--- config.mk ---
export PLATFORM = sky130hd
export DESIGN_NAME = dither_pwm
export DESIGN_NICKNAME = d
export VERILOG_FILES = /design/src/rtl/dpwm_pkg.sv /design/src/rtl/dpwm_prescaler.sv /design/src/rtl/dpwm_timebase.sv /design/src/rtl/dpwm_channel.sv /design/src/rtl/dither_pwm.sv
export SDC_FILE = /design/constraint.sdc
export NUM_CORES = 1
export LEC_CHECK = 0
export BUFFER_PORTS_ARGS = -buffer_cell sky130_fd_sc_hd__buf_2
export CELL_PAD_IN_SITES_DETAIL_PLACEMENT = 0
export CELL_PAD_IN_SITES_GLOBAL_PLACEMENT = 2
export CORE_MARGIN = 10
export CORE_UTILIZATION = 39
export CTS_BUF_LIST = sky130_fd_sc_hd__clkbuf_8
export DETAILED_ROUTE_END_ITERATION = 10
export PLACE_DENSITY = 0.92
export SYNTH_ARGS = -nofsm -noshare
export SYNTH_HDL_FRONTEND = slang
export SYNTH_HIERARCHICAL = 1
export SYNTH_SLANG_ARGS = --single-unit
export TNS_END_PERCENT = 30
--- constraint.sdc ---
create_clock -name clk_i -period 3.6 [get_ports clk_i]
set_input_delay 0.72 -clock clk_i [delete_from_list [all_inputs] [get_ports clk_i]]
set_output_delay 0.72 -clock clk_i [all_outputs]
set_load 0.1 [all_outputs]
--- src/rtl/dpwm_pkg.sv ---
package dpwm_pkg;
  // Default geometry shared by the generator and its checker
  localparam int unsigned CHANNELS_DEF = 5;
  localparam int unsigned PW_BITS_DEF  = 5;
  localparam int unsigned BRM_BITS_DEF = 3;
  localparam int unsigned SEL_BITS_DEF = 2;
endpackage

--- src/rtl/dpwm_prescaler.sv ---
module dpwm_prescaler #(
  parameter int unsigned SEL_BITS = 2,
  localparam int unsigned CNT_W = 1 << SEL_BITS
) (
  input  logic                clk_i,
  input  logic                rst_ni,
  input  logic [SEL_BITS-1:0] sel_i,
  output logic                tick_o,
  output logic [CNT_W-1:0]    cnt_o
);
  logic [CNT_W-1:0] cnt_q;
  logic [CNT_W:0]   ratio;
  logic [CNT_W-1:0] limit;

  // ratio = 2^(sel+1); the select is widened so that the top code does not wrap
  always_comb begin
    ratio  = (CNT_W+1)'(1) << ({1'b0, sel_i} + 1'b1);
    limit  = CNT_W'(ratio - 1'b1);
    // >= keeps the count bounded if the select drops mid-count
    tick_o = (cnt_q >= limit);
  end

  always_ff @(posedge clk_i or negedge rst_ni) begin
    if (!rst_ni)     cnt_q <= '0;
    else if (tick_o) cnt_q <= '0;
    else             cnt_q <= cnt_q + 1'b1;
  end

  assign cnt_o = cnt_q;
endmodule

--- src/rtl/dpwm_timebase.sv ---
module dpwm_timebase #(
  parameter int unsigned PW_BITS  = 5,
  parameter int unsigned BRM_BITS = 3
) (
  input  logic                clk_i,
  input  logic                rst_ni,
  input  logic                tick_i,
  output logic [PW_BITS-1:0]  cyc_o,
  output logic [BRM_BITS-1:0] frame_o,
  output logic                frame_end_o
);
  logic [PW_BITS-1:0]  cyc_q;
  logic [BRM_BITS-1:0] frame_q;
  logic                cycle_end;

  assign cycle_end   = tick_i & (&cyc_q);
  assign frame_end_o = cycle_end & (&frame_q);

  always_ff @(posedge clk_i or negedge rst_ni) begin
    if (!rst_ni) begin
      cyc_q   <= '0;
      frame_q <= '0;
    end else if (tick_i) begin
      cyc_q <= cyc_q + 1'b1;
      if (cycle_end) frame_q <= frame_q + 1'b1;
    end
  end

  assign cyc_o   = cyc_q;
  assign frame_o = frame_q;
endmodule

--- src/rtl/dpwm_channel.sv ---
module dpwm_channel #(
  parameter int unsigned PW_BITS  = 5,
  parameter int unsigned BRM_BITS = 3,
  localparam int unsigned DUTY_W  = PW_BITS + BRM_BITS
) (
  input  logic                clk_i,
  input  logic                rst_ni,
  input  logic                load_i,
  input  logic                en_i,
  input  logic [DUTY_W-1:0]   duty_i,
  input  logic [PW_BITS-1:0]  cyc_i,
  input  logic [BRM_BITS-1:0] frame_i,
  output logic [DUTY_W-1:0]   duty_q_o,
  output logic                pwm_o
);
  logic [DUTY_W-1:0]   duty_q;
  logic [PW_BITS-1:0]  width;
  logic [BRM_BITS-1:0] rate;
  logic [BRM_BITS-1:0] slot;
  logic                extra;
  logic [PW_BITS:0]    hi_lim;

  // The working duty changes only on the last tick of a frame
  always_ff @(posedge clk_i or negedge rst_ni) begin
    if (!rst_ni)     duty_q <= '0;
    else if (load_i) duty_q <= duty_i;
  end

  // The bit-reversed frame index spreads the extra ticks evenly
  for (genvar b = 0; b < BRM_BITS; b++) begin : g_rev
    assign slot[b] = frame_i[BRM_BITS-1-b];
  end

  always_comb begin
    width  = duty_q[DUTY_W-1:BRM_BITS];
    rate   = duty_q[BRM_BITS-1:0];
    extra  = (slot < rate);
    hi_lim = {1'b0, width} + {{PW_BITS{1'b0}}, extra};
    pwm_o  = en_i & ({1'b0, cyc_i} < hi_lim);
  end

  assign duty_q_o = duty_q;
endmodule

--- src/rtl/dither_pwm.sv ---
module dither_pwm
  import dpwm_pkg::*;
#(
  parameter int unsigned CHANNELS = CHANNELS_DEF,
  parameter int unsigned PW_BITS  = PW_BITS_DEF,
  parameter int unsigned BRM_BITS = BRM_BITS_DEF,
  parameter int unsigned SEL_BITS = SEL_BITS_DEF,
  localparam int unsigned DUTY_W  = PW_BITS + BRM_BITS,
  localparam int unsigned CNT_W   = 1 << SEL_BITS
) (
  input  logic                       clk_i,
  input  logic                       rst_ni,
  input  logic [SEL_BITS-1:0]        div_sel_i,
  input  logic [CHANNELS-1:0]        chan_en_i,
  input  logic [CHANNELS*DUTY_W-1:0] duty_i,
  output logic [CHANNELS-1:0]        pwm_o
);
  logic                       tick_w;
  logic [CNT_W-1:0]           pre_cnt_w;
  logic [PW_BITS-1:0]         cyc_w;
  logic [BRM_BITS-1:0]        frame_w;
  logic                       frame_end_w;
  logic [CHANNELS*DUTY_W-1:0] duty_held_w;

  dpwm_prescaler #(.SEL_BITS(SEL_BITS)) u_presc (
    .clk_i (clk_i),
    .rst_ni(rst_ni),
    .sel_i (div_sel_i),
    .tick_o(tick_w),
    .cnt_o (pre_cnt_w)
  );

  dpwm_timebase #(.PW_BITS(PW_BITS), .BRM_BITS(BRM_BITS)) u_tb (
    .clk_i      (clk_i),
    .rst_ni     (rst_ni),
    .tick_i     (tick_w),
    .cyc_o      (cyc_w),
    .frame_o    (frame_w),
    .frame_end_o(frame_end_w)
  );

  for (genvar c = 0; c < CHANNELS; c++) begin : g_ch
    dpwm_channel #(.PW_BITS(PW_BITS), .BRM_BITS(BRM_BITS)) u_ch (
      .clk_i   (clk_i),
      .rst_ni  (rst_ni),
      .load_i  (frame_end_w),
      .en_i    (chan_en_i[c]),
      .duty_i  (duty_i[c*DUTY_W +: DUTY_W]),
      .cyc_i   (cyc_w),
      .frame_i (frame_w),
      .duty_q_o(duty_held_w[c*DUTY_W +: DUTY_W]),
      .pwm_o   (pwm_o[c])
    );
  end
endmodule

# ---- After elaboration in Yosys (flattened, before gate mapping)
# Cells that the tools add are included.
dict set report word_totals {
  register_bits 52
  inputBits 49
  output_inout_bits 5
}
dict set report classes {
  add_sub_neg 10
  magnitude_cmp 11
  shift 1
  mux 1
  bitwise 7
  reduce_logical 3
}
# cell count
set ops {}
lappend ops {{$add 5x1->6} 5}
lappend ops {{$lt 5x6->1} 5}
lappend ops {{$lt 3x3->1} 5}
lappend ops {{$and 1x1->1} 7}
lappend ops {{$add 5x1->5 const B} 1}
lappend ops {{$reduce_and 5->1} 1}
lappend ops {{$add 4x1->4 const B} 1}
lappend ops {{$ge 4x4->1} 1}
lappend ops {{$mux 4} 1}
lappend ops {{$shl 1x3->4 const A} 1}
lappend ops {{$sub 4x1->4 const B} 1}
lappend ops {{$add 2x1->3 const B} 1}
lappend ops {{$add 3x1->3 const B} 1}
lappend ops {{$reduce_and 3->1} 1}
lappend ops {{$reduce_and 2->1} 1}

# ---- Logic depth before layout (Yosys ltp)
dict set report depth {
  word_depth 6
  ltp_mapped 13
  mapped_depth_nobuf 13
}

# ---- By module
# The synthesis kept the hierarchy.
# mod n_inst cells_per_inst area_each_um2
set modules_own_cells {}
lappend modules_own_cells {dpwm_channel 5 47 535.5}
lappend modules_own_cells {dpwm_timebase 1 26 384.1}
lappend modules_own_cells {dpwm_prescaler 1 28 287.8}

# ---- Worst setup path after synthesis
# Ideal clock, no wire load.
dict set report synth_path {
  path_type {flip-flop to output port}
  from {reg u_tb.frame_q[1], in the netlist u_tb/frame_o[1]}
  to {out pwm_o[0]}
  arrival_time_ns 2.772
  t_required_ns 2.880
  slack_ns 0.108
  path_stages_with_launch 11
  path_buffers 0
  cell_sequence {dfrtp_1 ha_1 a21o_1 a21oi_1 ha_1 ha_1 nand3_1 xor2_1 ha_1 nand2b_1 o211ai_2}
}
dict set report synth_via {
  elab_chain_cells 4
}
# element line
set synth_lines {}
lappend synth_lines {{start, declared} dpwm_timebase.sv:13} ;# logic [BRM_BITS-1:0] frame_q;
lappend synth_lines {{start signal, assigned} dpwm_timebase.sv:25} ;# if (cycle_end) frame_q <= frame_q + 1'b1;
lappend synth_lines {{$lt 3x3->1} dpwm_channel.sv:37} ;# extra = (slot < rate);
lappend synth_lines {{$add 5x1->6} dpwm_channel.sv:38} ;# hi_lim = {1'b0, width} + {{PW_BITS{1'b0}}, extra};
lappend synth_lines {{$lt 5x6->1} dpwm_channel.sv:39} ;# pwm_o = en_i & ({1'b0, cyc_i} < hi_lim);
lappend synth_lines {{$and 1x1->1} dpwm_channel.sv:39}
lappend synth_lines {{end, declared} dither_pwm.sv:16} ;# output logic [CHANNELS-1:0] pwm_o
# No other way between the ends.

# ---- Worst setup path after layout
dict set report layout_path {
  from {reg u_tb.frame_q[1], in the netlist u_tb/frame_o[1]}
  to {out pwm_o[1]}
}
# The elaborated chain is that of the path after synthesis.

==> results.md <==
- Status: complete, no violations
- Unrepaired setup endpoints after global routing: yes
- P_leak: 2.00 nW
- Worst-Skew Late Latency: 0.31 ns
- Initial Util: 40.4%
- Core region area: 8300 µm²
- TritonRoute pass-1 iters: 4
- IO Pins: 54
- Instance count of the mapped netlist: 289
- Setup ws final: 0.0885 ns
- Drt drc: 0
- RD Place Congestion: 0.785
- Mux share of post-synthesis cell area: 11.7%
- Post-synthesis register bit count: 52
- Die ar.: 12700 µm²
- Initial antenna violation count: 0
- Hold EP: u_presc/cnt_o[0]$_DFF_PN0_
- Post-Synth Simple-Gate Area: 12.2%
- Worst reg-to-reg path cell count: 7
- Min Tclk post-route: 3.51 ns
- Sequential share of the synthesized area: 38.8%
- TritonCTS Buffers: 5
- Synthesized Nets: 387
- Critical Path AT: 2.79 ns
- Post-synth EDFFs: 0
- Setup slack, reg-to-reg: 1.15 ns
- Final setup viols: 0
- Layout overhead on the synthesized area: 21.8%
- DP Worst Slack: 0.262 ns
- Final #Nets: 447
- Syn avg cell area: 11.6 µm²
- FFs w/ async S/R, synth: 100%
- Reg clk slew, reported paths: 0.10 ns
- Pwr per Cell Area: 505 nW/µm²
- Routed via count: 2275
- Total GRT Usage: 10.7%
- Hold depth: 1
- Maximum number of pins on one net before global-route repair: 41
- CTS Root Cell: clkbuf_8
- Crit. End Element: primary output
- CTS tree: yes
- Dpl hpwl: 5140 µm
- Worst setup SP type: register
- Worst-Margin Slew: 0.918 ns
- Fin crit share: 97.5%
- Top cell type's share of synthesized area: 38.8%
- Synth Area in XOR/XNOR: 5.49%
- Min-Delay Path Class: reg -> reg
- Synth Area in Adders: 18.3%
- Reg2Reg Capture Point: g_ch[2].u_ch/duty_q_o[4]$_DFFE_PN0P_
- Cell taking the most area after synthesis: dfrtp_1
- Antenna Cells: 0
- Wire per inst: 15.5 µm
- First-pass GRT wire length: 11300 µm
- CTS H-tree depth: 2
- Hold_sp: u_presc/cnt_o[0]$_DFF_PN0_
- Drt total wl: 7020 µm
- Clk sinks: 52
- Global route overflow: 0
- ANT nets after route: 0
- Ranking of synthesized cells by area: dfrtp_1, ha_1, mux2_2
- Longest Clk Path Bufs: 2
- Max-slew violation count: 0
- Max Fclk: 285 MHz
- Reg2reg start: u_presc/cnt_o[2]$_DFF_PN0_
- Die Y: 113 µm
- Final hold vios: 0
- CP Class: reg -> out
- Number of hold buffers added after cts: 0
- PortBufs: 53
- 1st-iter DRT viols: 96
- Slew margin rel.: 38.8%
- Max IR drop VDD: 0.216 mV
- Largest family of logic cells by synthesized area: adder cells
- Layout cells sized above 1: 43.0%
- Netlist cell types: 32
- Die Wd: 113 µm
- Compound-Gate Fraction of Synth Area: 9.34%
- Mapped cell area: 3350 µm²
- Ys flop type: dfrtp_1
- Skew final: 0.00799 ns
- CP required: 2.88 ns
- Row Count: 33
- Max cap viols: 0
- Setup tns final: 0 ns
- DR vias/cell: 5.01
- YS warnings: 6
- Crit-path max FO: 6
- Vias in the first global route: 2419
==> flip-flops by register name, indices dropped and copies added, names as in the netlist <==
signal              flops
g_ch.u_ch/duty_q_o     40
u_tb/cyc_o              5
u_presc/cnt_o           4
u_tb/frame_o            3
==> worst max-delay path, stage by stage (launching register included) <==
cell and delay (ns):
dfrtp_2 0.54, ha_4 0.25, a21o_1 0.16, a21oi_2 0.13, ha_2 0.22, ha_4 0.14, nand3_1 0.08, xor2_1 0.15
ha_1 0.18, nand2b_4 0.14, nor2_1 0.10, o21ai_1 0.09, o211ai_2 0.10, buf_12 0.20
==> cells in the mapped netlist (6+ instances only) <==
cell and n:
buf_6 6, dfrtp_1 52, ha_1 49, inv_1 18, mux2_2 32, nand2_1 12, nand2b_1 10, nand3_1 17
nor2_1 6, o21ai_0 15, xnor2_1 9, xor2_1 12
==> report_power, final <==
group	internal [mW]	switching, mW
clock network	0.132	0.195
logic	0.439	0.530
registers	0.638	0.127
==> per-layer routing <==
| metal | global-route usage, % | vias to the layer above | wire, µm |
|---|---|---|---|
| li1 | - | 1142 | - |
| met1 | 12.5 | 1098 | 3010 |
| met2 | 18.9 | 30 | 3660 |
| met3 | 2.77 | 5 | 289 |
| met4 | 2.79 | 0 | 57 |
| met5 | 0 | - | 0 |
==> what timing repair did <==
item                       in CTS  in global routing
pin swaps                       1                 16
setup endpoints to repair       5                  5
gates cloned                    0                  0
setup buffers                   0                  3
resized for setup               6                 27
==> stage by stage <==
stage                     utilization, %  std cells  hold slack (ns)  total power [mW]  cell area (µm²)
after floorplan                        -        289            0.424              1.44             3350
after global placement              45.5        444            0.505              1.69             3780
after detailed placement            45.5        444            0.502              1.72             3780
after CTS                           46.6        451            0.523              2.06             3870
after global routing                49.2        454            0.551              2.21             4080
final                               49.2        454            0.519              2.06             4080
==> cell usage in the layout, fill, tap and decap left out, types with 2 or more instances in the layout <==
cell type   n
a211oi_2    5
a21o_1      5
a21oi_2     6
and4_1      5
buf_12      5
buf_2      48
buf_4       6
clkbuf_8    5
dfrtp_1    51
ha_1       34
ha_2        5
ha_4       10
inv_1      18
mux2_2     32
mux2_4      2
nand2_1    12
nand2b_1    6
nand2b_4    9
nand3_1    15
nand3_2     3
nor2_1      5
nor3_1      3
o211ai_2    5
o21ai_0    15
o21ai_1     5
xnor2_1     9
xor2_1     12
==> cell families (layout without fill, tap and decap cells) <==
family | count (synthesis) | count (layout)
compound gates | 42 | 42
fa+ha+maj | 49 | 49
xor+xnor | 21 | 21
simple gates | 66 | 66
flops | 52 | 52
other cells | 1 | 1
buf+inv | 24 | 84
mux | 34 | 34
==> final cells by class <==
class                   count  area (µm²)
inverters                  18        67.6
well taps                 105         131
clock buffers               5        68.8
repair buffers             59         385
flip-flops and latches     52        1300
clock inverters             2        12.5
multi-input cells         213        2110
fillers                   756        4220
==> worst max path at each step <==
stage / startpoint / to / slack (ns)
floorplan: u_tb/frame_o[1]$_DFFE_PN0P_ / pwm_o[0] / 0.11
global placement: u_tb/frame_o[1]$_DFFE_PN0P_ / pwm_o[2] / 0.29
detailed placement: u_tb/frame_o[1]$_DFFE_PN0P_ / pwm_o[2] / 0.26
CTS: u_tb/frame_o[1]$_DFFE_PN0P_ / pwm_o[2] / -0.05
global route: u_tb/frame_o[1]$_DFFE_PN0P_ / pwm_o[1] / -0.01
finish: u_tb/frame_o[1]$_DFFE_PN0P_ / pwm_o[1] / 0.09
No activity file was read; power rests on OpenSTA's default activity.
